### src/rtl/lutsr_pkg.sv
package lutsr_pkg;
  // One table entry: carry bit above, feedback bit below.
  typedef struct packed {
    logic carry;
    logic din;
  } tbl_entry_t;

  localparam int ENTRY_W = $bits(tbl_entry_t);
endpackage

### src/rtl/lutsr_table.sv
module lutsr_table
  import lutsr_pkg::*;
#(
  parameter int STAGES     = 4,
  parameter int TERM_STATE = 0
) (
  input  logic              clk,
  input  logic              rst,
  input  logic              we,
  input  logic [STAGES-1:0] waddr,
  input  tbl_entry_t        wdata,
  input  logic [STAGES-1:0] raddr,
  output tbl_entry_t        rdata
);
  localparam int DEPTH = 1 << STAGES;

  // Twisted-ring default: feed back the inverse of the top stage.
  function automatic tbl_entry_t twisted_entry(input int idx);
    tbl_entry_t e;
    logic [31:0] v;
    v       = idx;
    e.din   = ~v[STAGES-1];
    e.carry = (idx == TERM_STATE);
    return e;
  endfunction

  tbl_entry_t mem [DEPTH];

  always_ff @(posedge clk) begin
    if (rst) begin
      for (int i = 0; i < DEPTH; i++) mem[i] <= twisted_entry(i);
    end else if (we) begin
      mem[waddr] <= wdata;
    end
  end

  assign rdata = mem[raddr];
endmodule

### src/rtl/lutsr_stage_reg.sv
module lutsr_stage_reg #(
  parameter int STAGES = 4
) (
  input  logic              clk,
  input  logic              rst,
  input  logic              adv,
  input  logic              din,
  output logic [STAGES-1:0] state_q
);
  // Input to each stage: stage 0 takes the feedback bit, the rest take their neighbour.
  logic [STAGES-1:0] stage_in;

  genvar k;
  generate
    for (k = 0; k < STAGES; k++) begin : g_stage
      if (k == 0) begin : g_first
        assign stage_in[k] = din;
      end else begin : g_chain
        assign stage_in[k] = state_q[k-1];
      end

      always_ff @(posedge clk) begin
        if (rst)      state_q[k] <= 1'b0;
        else if (adv) state_q[k] <= stage_in[k];
      end
    end
  endgenerate
endmodule

### src/rtl/lutsr_divider.sv
module lutsr_divider
  import lutsr_pkg::*;
#(
  parameter int STAGES     = 4,
  parameter int TERM_STATE = 0
) (
  input  logic              clk,
  input  logic              rst,
  input  logic              cnt_en,
  input  logic              wr_en,
  input  logic [STAGES-1:0] wr_addr,
  input  logic [1:0]        wr_data,
  output logic [STAGES-1:0] state_q,
  output logic              carry
);
  tbl_entry_t fb_entry;
  tbl_entry_t tbl_wdata;
  logic       fb_din;
  logic       tbl_we;

  // Table may only change while the count is paused.
  assign tbl_we    = wr_en & ~cnt_en;
  assign tbl_wdata = tbl_entry_t'(wr_data);

  lutsr_table #(
    .STAGES    (STAGES),
    .TERM_STATE(TERM_STATE)
  ) u_table (
    .clk  (clk),
    .rst  (rst),
    .we   (tbl_we),
    .waddr(wr_addr),
    .wdata(tbl_wdata),
    .raddr(state_q),
    .rdata(fb_entry)
  );

  assign fb_din = fb_entry.din;
  assign carry  = fb_entry.carry;

  lutsr_stage_reg #(
    .STAGES(STAGES)
  ) u_stages (
    .clk    (clk),
    .rst    (rst),
    .adv    (cnt_en),
    .din    (fb_din),
    .state_q(state_q)
  );
endmodule

### config.mk
export PLATFORM = sky130hd
export DESIGN_NAME = lutsr_divider
export DESIGN_NICKNAME = d
export VERILOG_FILES = /design/src/rtl/lutsr_pkg.sv /design/src/rtl/lutsr_table.sv /design/src/rtl/lutsr_stage_reg.sv /design/src/rtl/lutsr_divider.sv
export SDC_FILE = /design/constraint.sdc
export NUM_CORES = 1
export LEC_CHECK = 0
export BUFFER_PORTS_ARGS = -buffer_cell sky130_fd_sc_hd__buf_2
export CORE_MARGIN = 2
export CORE_UTILIZATION = 30
export CTS_CLUSTER_SIZE = 16
export DETAILED_ROUTE_END_ITERATION = 8
export PLACE_DENSITY = 0.5
export SYNTH_ARGS = -nofsm -noshare
export SYNTH_HDL_FRONTEND = slang
export SYNTH_HIERARCHICAL = 1
export SYNTH_SLANG_ARGS = --single-unit
### constraint.sdc
create_clock -name clk -period 2 [get_ports clk]
set_clock_uncertainty 0.05 [all_clocks]
set_input_delay 0.2 -clock clk [delete_from_list [all_inputs] [get_ports clk]]
set_output_delay 0.2 -clock clk [all_outputs]
set_load 0.1 [all_outputs]
==> metrics.cfg, run 1 <==
[clock_network]
htreeDepth=2
cts-buffers-inserted=5
cts_sinks=36
clockBufferDepth=2
clk_pin_slew_worst_paths_ps=70
clock_latency_ps=280
cts_tree=yes
clockRootBuffer=clkbuf_8

[global_route]
antenna_found_initial=0
grt_pass1_vias=1132
grt_pass1_wl_mm=5.63
grt_overflow=0
groute.usage.overall_pct=11.7
grt_max_degree=17

[drt]
wl_mm=3.59
wire_per_inst_um=14.8
viasPerCell=4.75
firstDrtPassIters=4
vias=1150
drc=0
ant_nets=0
drtIter0Drc=64

[sta]
setup-violations-final=0
hold_viol_final=0
worst_pin_slew_ps=485
fin_ws_ps=68.3
timing.final.crit_share_pct=96.6
max_freq_ghz=0.518
layout_min_cycle_time_ps=1930
rsz0062_at_grt=true
max-slew-margin-rel_pct=67.9
drv_slew=0
fin_hold_ws_ps=252

[logic_synthesis]
synthTopCellsByCount=32 x edfxtp_1, 18 x and2_1, 16 x or2_2, 12 x nor2_1, 10 x nand2b_1
synth_warnings=6
ys_seq_elements=36
synth.most_common_cell=edfxtp_1
async_flop_share_pct=0
synth_top_family_by_area=simple AND/OR/NAND/NOR gates
syn_nets=155
synthFlopType=edfxtp_1
yosys.area_share.xor_xnor_pct=0
synth_area_leader_cell=edfxtp_1
ys_top_cells_by_area=edfxtp_1 52%, and2_1 6.1%, mux4_1 5.7%
synth_compound_area_share_pct=0.809
avgSynthCellArea_um2=12.8
synthMuxAreaShare_pct=12.7
synth_adder_area_share_pct=0
synth.distinct_cells=24
synth_edf_count=32
synth_area_mm2=0.00186
ys_seq_area_share_pct=56.1
yosys.area_share.simple_pct=28.5
yosysTopAreaCellShare_pct=51.8
synth_cells=145

[setup_path]
crit_type=flop to primary output
cpPeakStageDelay_ps=520
critPathCaptureType=primary output
r2r_slack_ps=200
critical_path_buf_inv_count=1
worst-endpoint-arrival_ps=1680
r2r-start=u_stages/state_q[0]$_SDFFE_PP0P_
r2r-end=u_stages/state_q[0]$_SDFFE_PP0P_
r2r_cells=7
crit_family=multiplexers
path_max_fanout=6
required_ps=1750
crit_slowest_cell=mux4_2
cp_cell_sequence=mux4_2, a22oi_2, nand3_4, buf_8
cp-start-kind=flop

[floorplan]
dieArea_mm2=0.00683
io_pins=15
initial_core_util_pct=31.2
core_area_mm2=0.00596
die_y_um=82.6
row_count=28
die_x_um=82.6

[power_and_ir_drop]
combPwrFrac_pct=12.8
p_per_area_mw_per_mm2=739
p_seq_share_pct=54.8
p_int_mw=1.22
pwr-share-clk_pct=32.4
leakagePower_nw=0.806
ir_drop_mv=0.282
power_mw=1.60
p_sw_mw=0.378
swShare_pct=23.7

[layout]
drive_gt1_share_pct=32.3
finalCoreUtilization_pct=36.3
num_antenna_cells=0
fin_nets=176
syn2layout_area_growth_pct=16.5
finalNonFillerCells=242

[place]
port_buffers=14
hpwl_mm=2.68
pre_cts_ws_ps=195
gp_congestion=0.784
dp.cells=228

[min_path]
hold_end=u_stages/state_q[3]$_SDFFE_PP0P_
whs_path_depth=3
min-delay-start=cnt_en
min_path_type=primary input to flop

[job]
cap_violations=0

[outcome]
status=finished, final reports clean

==> repair_timing <==
| action | in CTS | in global routing |
|---|---|---|
| hold buffers | 0 | 0 |
| gates resized for setup | 2 | 1 |
| buffers inserted | 2 | 4 |
| setup endpoints to repair | 1 | 1 |
==> layout make-up <==
class / instances / area, um^2
Clock buffer: 7 / 86.3
Clock inverter: 1 / 3.75
Fill cell: 584 / 3790
Multi-Input combinational cell: 102 / 797
Sequential cell: 36 / 1050
Tap cell: 75 / 93.8
Timing Repair Buffer: 21 / 130
==> worst max-delay path by stage <==
stage | from | to | slack, ps | depth (start not counted)
after floorplan | u_stages/state_q[0]$_SDFFE_PP0P_ | carry | 10 | 4
final | u_stages/state_q[0]$_SDFFE_PP0P_ | carry | 70 | 4
after global placement | u_stages/state_q[0]$_SDFFE_PP0P_ | carry | 210 | 4
after global routing | u_stages/state_q[0]$_SDFFE_PP0P_ | carry | -5 | 4
after CTS | u_stages/state_q[0]$_SDFFE_PP0P_ | carry | 6 | 4
after detailed placement | u_stages/state_q[0]$_SDFFE_PP0P_ | carry | 190 | 4
==> power by group through the flow <==
stage / sequential [mW] / combinational [mW] / clock (mW)
after floorplan: 0.901 / 0.125 / 0
after global placement: 0.896 / 0.178 / 0
after detailed placement: 0.896 / 0.181 / 0
after CTS: 0.878 / 0.191 / 0.531
after global routing: 0.879 / 0.217 / 0.569
final: 0.875 / 0.204 / 0.517
==> per-stage QoR <==
stage               setup TNS [ps]  area [um^2]
finish                           0         2160
global route                 -4.93         2160
CTS                              0         2130
detailed placement               0         2020
global placement                 0         2020
floorplan                        0         1880
==> logic make-up (layout without fill, tap and decap cells) <==
group | after synthesis | after routing
AND/OR/NAND/NOR | 88 | 88
flip-flops | 36 | 36
buffers and inverters | 7 | 29
AO/OA/AOI/OAI | 2 | 2
multiplexers | 12 | 12
==> registers in the layout, summed over array words and instances, names as in the netlist <==
signal,cells
u_table/mem,32
u_stages/state_q,4
==> per-layer routing <==
metal	up-vias	share of wire (%)	global-route usage [%]
met5	-	0	0
met4	0	0.50	3.44
met3	2	4.2	3.91
met2	23	49	19.8
met1	565	46	14.1
li1	560	-	-
==> placed cells by master (no fill, tap or decap), types with 2 or more instances in the layout <==
master    synthesis  routed
and2_1           18      18
and3_1            6       6
buf_2             0      13
buf_4             0       6
clkbuf_8          0       6
dfxtp_4           0       2
edfxtp_1         32      32
mux2i_1           4       4
mux4_1            4       4
mux4_2            4       4
nand2_1           9       9
nand2b_1         10      10
nand3_1           4       3
nor2_1           12      12
nor2b_1           5       5
nor3_1            2       2
or2_2            16      16
==> worst reg2reg max path, delay by kind of cell (launching register included) <==
family                 cells  cell delay [ps]
buffers and inverters      2              310
AND/OR/NAND/NOR            2              150
multiplexers               2              610
flip-flops                 1              400
AO/OA/AOI/OAI              1              170
Note: power is estimated with default switching activity, not from simulation.
==> inputs of run 2 (changes only) <==
Settings changed: ABC_AREA from default to 1.
==> run 2 against run 1 <==
  * Clock power down 8.1%
  * Cell count up 43%
  * Combinational power increased by 40%
  * First-iteration DRC count grew 86%
  * Worst hold slack worse by 110 ps
  * Setup slack gained 110 ps
  * Global-route usage rose by 1.3 points
  * Register-to-register slack better by 440 ps
  * Routed wire length increased by 16%
==> metrics.cfg, run 2 <==
[sta]
worst_pin_slew_ps=633  ; was 485 ps
rsz0062_at_grt=false  ; was true
hold_viol_final=0  ; unchanged
max-slew-margin-rel_pct=57.8  ; was 67.9%
layout_min_cycle_time_ps=1820  ; was 1930 ps
setup-violations-final=0  ; unchanged
max_freq_ghz=0.550  ; was 0.518 GHz
finalSetupTns_ps=0  ; unchanged
fin_ws_ps=183  ; was 68.3 ps
drv_slew=0  ; unchanged
fin_hold_ws_ps=142  ; was 252 ps
timing.final.crit_share_pct=90.8  ; was 96.6%

[clock_network]
clockRootBuffer=clkbuf_8  ; unchanged
htreeDepth=2  ; unchanged
clk_pin_slew_worst_paths_ps=70  ; about the same
post-cts-setup-buffers=0  ; was 2
clock_latency_ps=280  ; about the same
cts_hold_buffers=0  ; unchanged
clockBufferDepth=2  ; unchanged
cts-buffers-inserted=5  ; unchanged
cts_resized=0  ; was 2
cts_sinks=36  ; unchanged
cts_tree=yes  ; unchanged

[layout]
most-common-layout-cells=82 x nand2_1, 48 x inv_1, 40 x nor2_1  ; was 32 x edfxtp_1, 18 x and2_1, 16 x or2_2
mostFrequentLayoutCell=nand2_1  ; was edfxtp_1
drive_gt1_share_pct=14.5  ; was 32.3%
syn2layout_area_growth_pct=11.9  ; was 16.5%
largest_register_ffs=32  ; unchanged
stdcell_area_mm2=0.00218  ; was 0.00216 mm^2
max_flop_register=u_table/mem  ; unchanged
finalCoreUtilization_pct=34.5  ; was 36.3%
finalNonFillerCells=346  ; was 242
reg_top3=u_table/mem (32), u_stages/state_q (4)  ; unchanged
fin_nets=279  ; was 176
num_antenna_cells=0  ; unchanged

[global_route]
grt_use_met2_pct=20.3  ; was 19.8%
grt_overflow=0  ; unchanged
grt_use_met1_pct=17.0  ; was 14.1%
grt.busiest_layer=met2  ; unchanged
met3_usage_pct=3.54  ; was 3.91%
grt_max_degree=17  ; unchanged
groute.usage.overall_pct=13.0  ; was 11.7%
antenna_found_initial=0  ; unchanged
grt_pass1_vias=1451  ; was 1132
grt_pass1_wl_mm=7.07  ; was 5.63 mm

[setup_path]
cp_common_cell=nand3_1
worst-endpoint-arrival_ps=1570  ; was 1680 ps
crit_family=simple AND/OR/NAND/NOR gates  ; was multiplexers
critPathCaptureType=primary output  ; unchanged
required_ps=1750  ; about the same
path_max_fanout=16  ; was 6
critical_path_buf_inv_count=2  ; was 1
cp_cell_sequence=inv_2, nand2_1, nand3_1, nand3_1, nand3_1, nand2_2, buf_12  ; was mux4_2, a22oi_2, nand3_4, buf_8
cp-start-kind=flop  ; unchanged
cpPeakStageDelay_ps=450  ; was 520 ps
crit_slowest_cell=dfxtp_2  ; was mux4_2
crit_type=flop to primary output  ; unchanged

[logic_synthesis]
synth_area_leader_cell=edfxtp_1  ; unchanged
synth.distinct_cells=15  ; was 24
yosysTopAreaCellShare_pct=49.4  ; was 51.8%
synthFlopType=edfxtp_1  ; unchanged
async_flop_share_pct=0  ; unchanged
synth_cells=253  ; was 145
syn_nets=263  ; was 155
synthTopCellsByCount=83 x nand2_1, 48 x inv_1, 40 x nor2_1, 32 x edfxtp_1, 24 x nand3_1  ; was 32 x edfxtp_1, 18 x and2_1, 16 x or2_2, 12 x nor2_1, 10 x nand2b_1
synth_warnings=6  ; unchanged
synth_area_mm2=0.00195  ; was 0.00186 mm^2
avgSynthCellArea_um2=7.70  ; was 12.8 um^2
synth_edf_count=32  ; unchanged
ys_seq_elements=36  ; unchanged
synth.most_common_cell=nand2_1  ; was edfxtp_1
ys_seq_area_share_pct=53.5  ; was 56.1%
ys_top_cells_by_area=edfxtp_1 49%, nand2_1 16%, inv_1 9.3%  ; was edfxtp_1 52%, and2_1 6.1%, mux4_1 5.7%

[place]
port_buffers=14  ; unchanged
gp_congestion=0.781  ; was 0.784
pre_cts_ws_ps=489  ; was 195 ps
dpl-instance-area_mm2=0.00210  ; was 0.00202 mm^2
hpwl_mm=2.96  ; was 2.68 mm
dp.cells=339  ; was 228

[drt]
vias=1499  ; was 1150
firstDrtPassIters=4  ; unchanged
wl_mm=4.15  ; was 3.59 mm
wire_per_inst_um=12.0  ; was 14.8 um
viasPerCell=4.33  ; was 4.75
drc=0  ; unchanged
drtIter0Drc=119  ; was 64
ant_nets=0  ; unchanged

[power_and_ir_drop]
swShare_pct=28.8  ; was 23.7%
pwr-share-clk_pct=28.9  ; was 32.4%
p_sw_mw=0.473  ; was 0.378 mW
power_mw=1.64  ; was 1.60 mW
p_seq_share_pct=53.7  ; was 54.8%
leakagePower_nw=1.01  ; was 0.806 nW
ir_drop_mv=0.350  ; was 0.282 mV
combPwrFrac_pct=17.3  ; was 12.8%
p_int_mw=1.17  ; was 1.22 mW
p_per_area_mw_per_mm2=754  ; was 739 mW/mm^2

[outcome]
status=finished, final reports clean  ; unchanged

[floorplan]
io_pins=15  ; unchanged
die_x_um=84.6  ; was 82.6 um
initial_core_util_pct=30.8  ; was 31.2%
dieArea_mm2=0.00715  ; was 0.00683 mm^2
core_area_mm2=0.00631  ; was 0.00596 mm^2
row_count=29  ; was 28
die_y_um=84.6  ; was 82.6 um

[min_path]
min_path_type=primary input to flop  ; unchanged

[job]
cap_violations=0  ; unchanged

==> run 2: cell types whose count changed after synthesis, sizes merged, moves of 6 or more <==
cell,before,now
nand2b,10,0
and2,18,0
nand3,4,26
inv,0,53
mux4,8,0
nor2,12,43
nand2,9,84
and3,6,0
nor2b,6,0
or2,17,0
==> run 2: worst paths after layout <==
kind	depth (start not counted)	to	slack, ps	from
setup / recovery	7	carry	180	u_stages/state_q[0]$_SDFFE_PP0P_
hold / removal	4	u_stages/state_q[2]$_SDFFE_PP0P_	140	rst
setup reg to reg	10	u_stages/state_q[0]$_SDFFE_PP0P_	640	u_stages/state_q[0]$_SDFFE_PP0P_
hold reg to reg	2	u_stages/state_q[3]$_SDFFE_PP0P_	490	u_stages/state_q[3]$_SDFFE_PP0P_
==> run 2: per-layer routing <==
layer | vias up | wire length, um
met5 | - | 0
met4 | 0 | 72
met3 | 5 | 182
met2 | 26 | 1860
met1 | 673 | 2030
li1 | 795 | -
==> run 2: cell type report <==
cell class | instances | area, um^2
fill | 682 | 4140
sequential | 36 | 1040
inverter | 53 | 199
clock buffer | 5 | 68.8
clock inverter | 2 | 7.51
timing repair buffer | 17 | 108
tap | 77 | 96.3
multi-input combinational | 156 | 654
==> run 2: cells by family after synthesis <==
family          synth area share, %
compound gates                0.257
flops                          53.5
buf+inv                        13.0
simple gates                   33.2
==> run 2: power by group through the flow <==
| stage | clock network [mW] | logic (mW) | registers (mW) |
|---|---|---|---|
| 5_1_grt | 0.522 | 0.315 | 0.889 |
| 2_1_floorplan | 0 | 0.180 | 0.931 |
| 6_report | 0.475 | 0.285 | 0.882 |
| 3_3_place_gp | 0 | 0.289 | 0.899 |
| 3_5_place_dp | 0 | 0.287 | 0.900 |
| 4_1_cts | 0.485 | 0.287 | 0.883 |
==> run 2: worst min-delay path: cells and delay by family <==
family	cells	cell delay (ps)
buf+inv	2	150
simple gates	2	90
==> inputs of run 3 (changes only) <==
Settings changed: CORE_ASPECT_RATIO from default to 0.75, RECOVER_POWER from default to 100.
==> run 3 against run 2 <==
  * Routed wire length is 3.6% higher
  * Total power is 9.3% higher
  * Die area hardly changed
  * Fmax is 2.3% higher
  * Cell count is 1.4% higher
  * Via count is 2.3% higher
  * Utilization is 0.16 points higher
  * Worst hold slack better by 3.1 ps
  * Global-route usage is 0.31 points higher
==> metrics.cfg, run 3 (same netlist as run 2, synthesis figures left out) <==
[floorplan]
io_pins=15  ; unchanged
dieArea_mm2=0.00716  ; was 0.00715 mm^2
die_x_um=97.0  ; was 84.6 um
initial_core_util_pct=31.0  ; was 30.8%
core_area_mm2=0.00629  ; was 0.00631 mm^2
row_count=25  ; was 29
die_y_um=73.8  ; was 84.6 um

[setup_path]
critPathCaptureType=primary output  ; unchanged
worst-endpoint-arrival_ps=1530  ; was 1570 ps
r2r-start=u_stages/state_q[0]$_SDFFE_PP0P_  ; unchanged
cp_common_cell=nand2_1  ; was nand3_1
crit_type=flop to primary output  ; unchanged
cpPeakStageDelay_ps=340  ; was 450 ps
required_ps=1750  ; about the same
cp-start-kind=flop  ; unchanged
cp-startpoint=u_stages/state_q[0]$_SDFFE_PP0P_  ; unchanged
cp_cell_sequence=buf_4, nand2_1, nand2_1, nand2_1, nand3_1, nand3_1, nand2_2, buf_6  ; was inv_2, nand2_1, nand3_1, nand3_1, nand3_1, nand2_2, buf_12
path_max_fanout=19  ; was 16
r2r_slack_ps=620  ; was 640 ps
crit_slowest_cell=dfxtp_1  ; was dfxtp_2

[clock_network]
cts_resized=0  ; unchanged
post-cts-setup-buffers=0  ; unchanged
htreeDepth=2  ; unchanged
clock_latency_ps=290  ; was 280 ps
clockRootBuffer=clkbuf_8  ; unchanged
cts-buffers-inserted=5  ; unchanged
clk_pin_slew_worst_paths_ps=70  ; about the same
cts_tree=yes  ; unchanged
clockBufferDepth=2  ; unchanged
cts_hold_buffers=0  ; unchanged
cts_sinks=36  ; unchanged

[outcome]
status=finished, final reports clean  ; unchanged

[sta]
max-slew-margin-rel_pct=58.6  ; was 57.8%
rsz0062_at_grt=false  ; unchanged
drv_slew=0  ; unchanged
layout_min_cycle_time_ps=1780  ; was 1820 ps
finalSetupTns_ps=0  ; unchanged
max_freq_ghz=0.563  ; was 0.550 GHz
setup-violations-final=0  ; unchanged
worst_pin_slew_ps=620  ; was 633 ps
hold_viol_final=0  ; unchanged
timing.final.crit_share_pct=88.8  ; was 90.8%

[place]
hpwl_mm=3.05  ; was 2.96 mm
gp_congestion=0.722  ; was 0.781
dpl-instance-area_mm2=0.00211  ; was 0.00210 mm^2
port_buffers=14  ; unchanged

[drt]
drc=0  ; unchanged
vias=1534  ; was 1499
wl_mm=4.30  ; was 4.15 mm
ant_nets=0  ; unchanged
viasPerCell=4.37  ; was 4.33
firstDrtPassIters=4  ; unchanged
wire_per_inst_um=12.3  ; was 12.0 um
drtIter0Drc=74  ; was 119

[layout]
reg_top3=u_table/mem (32), u_stages/state_q (4)  ; unchanged
most-common-layout-cells=83 x nand2_1, 49 x inv_1, 40 x nor2_1  ; was 82 x nand2_1, 48 x inv_1, 40 x nor2_1
largest_register_ffs=32  ; unchanged
mostFrequentLayoutCell=nand2_1  ; unchanged
drive_gt1_share_pct=11.9  ; was 14.5%
num_antenna_cells=0  ; unchanged
max_flop_register=u_table/mem  ; unchanged
stdcell_area_mm2=0.00218  ; about the same
nFillCells=690  ; was 682
fin_nets=279  ; unchanged
syn2layout_area_growth_pct=12.0  ; was 11.9%

[global_route]
groute.usage.overall_pct=13.3  ; was 13.0%
grt_max_degree=20  ; was 17
grt_pass1_vias=1428  ; was 1451
grt_overflow=0  ; unchanged
antenna_found_initial=0  ; unchanged
grt_pass1_wl_mm=7.31  ; was 7.07 mm

[min_path]
min_path_type=primary input to flop  ; unchanged
min-delay-start=rst  ; unchanged

[power_and_ir_drop]
leakagePower_nw=1.02  ; was 1.01 nW
p_per_area_mw_per_mm2=823  ; was 754 mW/mm^2
power_mw=1.79  ; was 1.64 mW
ir_drop_mv=0.246  ; was 0.350 mV

[job]
cap_violations=0  ; unchanged

run 3: cell count changes in the layout (fill, tap and decap cells not counted), moves of 2 or more:
cell | before | now
buf_2 | 13 | 8
clkbuf_2 | 0 | 4
clkbuf_1 | 0 | 2
clkinv_1 | 2 | 0
dfxtp_1 | 1 | 3
dfxtp_2 | 3 | 1
nand3_1 | 24 | 26
nand3_2 | 2 | 0
nor3_1 | 0 | 2
nor3_2 | 2 | 0
run 3: metal layers:
layer	global-route usage, %	routed length (um)	vias to the layer above
li1	-	-	794
met3	3.71	300	5
met5	0	0	-
met2	20.0	1650	51
met1	18.9	2310	684
met4	3.29	34	0
run 3: power by group:
group	internal (mW)	leakage (nW)	total [mW]	switching, mW
Sequential	0.858	0.343	0.876	0.0189
Combinational	0.0718	0.623	0.282	0.210
Clock	0.370	0.0552	0.635	0.265
run 3: path summary, 6_finish.rpt:
path	to	cells after the start
worst max-delay path	carry	8
worst min-delay path	u_stages/state_q[3]$_SDFFE_PP0P_	4
worst max register to register	u_stages/state_q[0]$_SDFFE_PP0P_	10
worst min register to register	u_stages/state_q[3]$_SDFFE_PP0P_	2
run 3: final cells by class:
class                   count  area (um^2)  share of cell area [%]
flip-flops and latches     36         1040                    47.8
repair buffers             17         97.6                    4.48
clock buffers               6         72.6                    3.33
inverters                  53          199                    9.13
multi-input cells         156          632                    29.0
clock inverters             2         35.0                    1.61
well taps                  81          101                    4.65
run 3: stage by stage:
| stage | utilization (%) | setup slack (ps) | cells | hold slack (ps) |
|---|---|---|---|---|
| after floorplan | - | 5.29 | 253 | 295 |
| after global placement | 33.5 | 541 | 343 | 445 |
| after detailed placement | 33.5 | 521 | 343 | 447 |
| after CTS | 35.2 | 233 | 351 | 141 |
| after global routing | 34.7 | 96.5 | 351 | 170 |
| final | 34.7 | 225 | 351 | 145 |
run 3: critical path, delay by kind of cell (launching register included):
kind	cells	cell delay (ps)
AND/OR/NAND/NOR	6	440
flip-flops	1	340
buffers and inverters	2	460
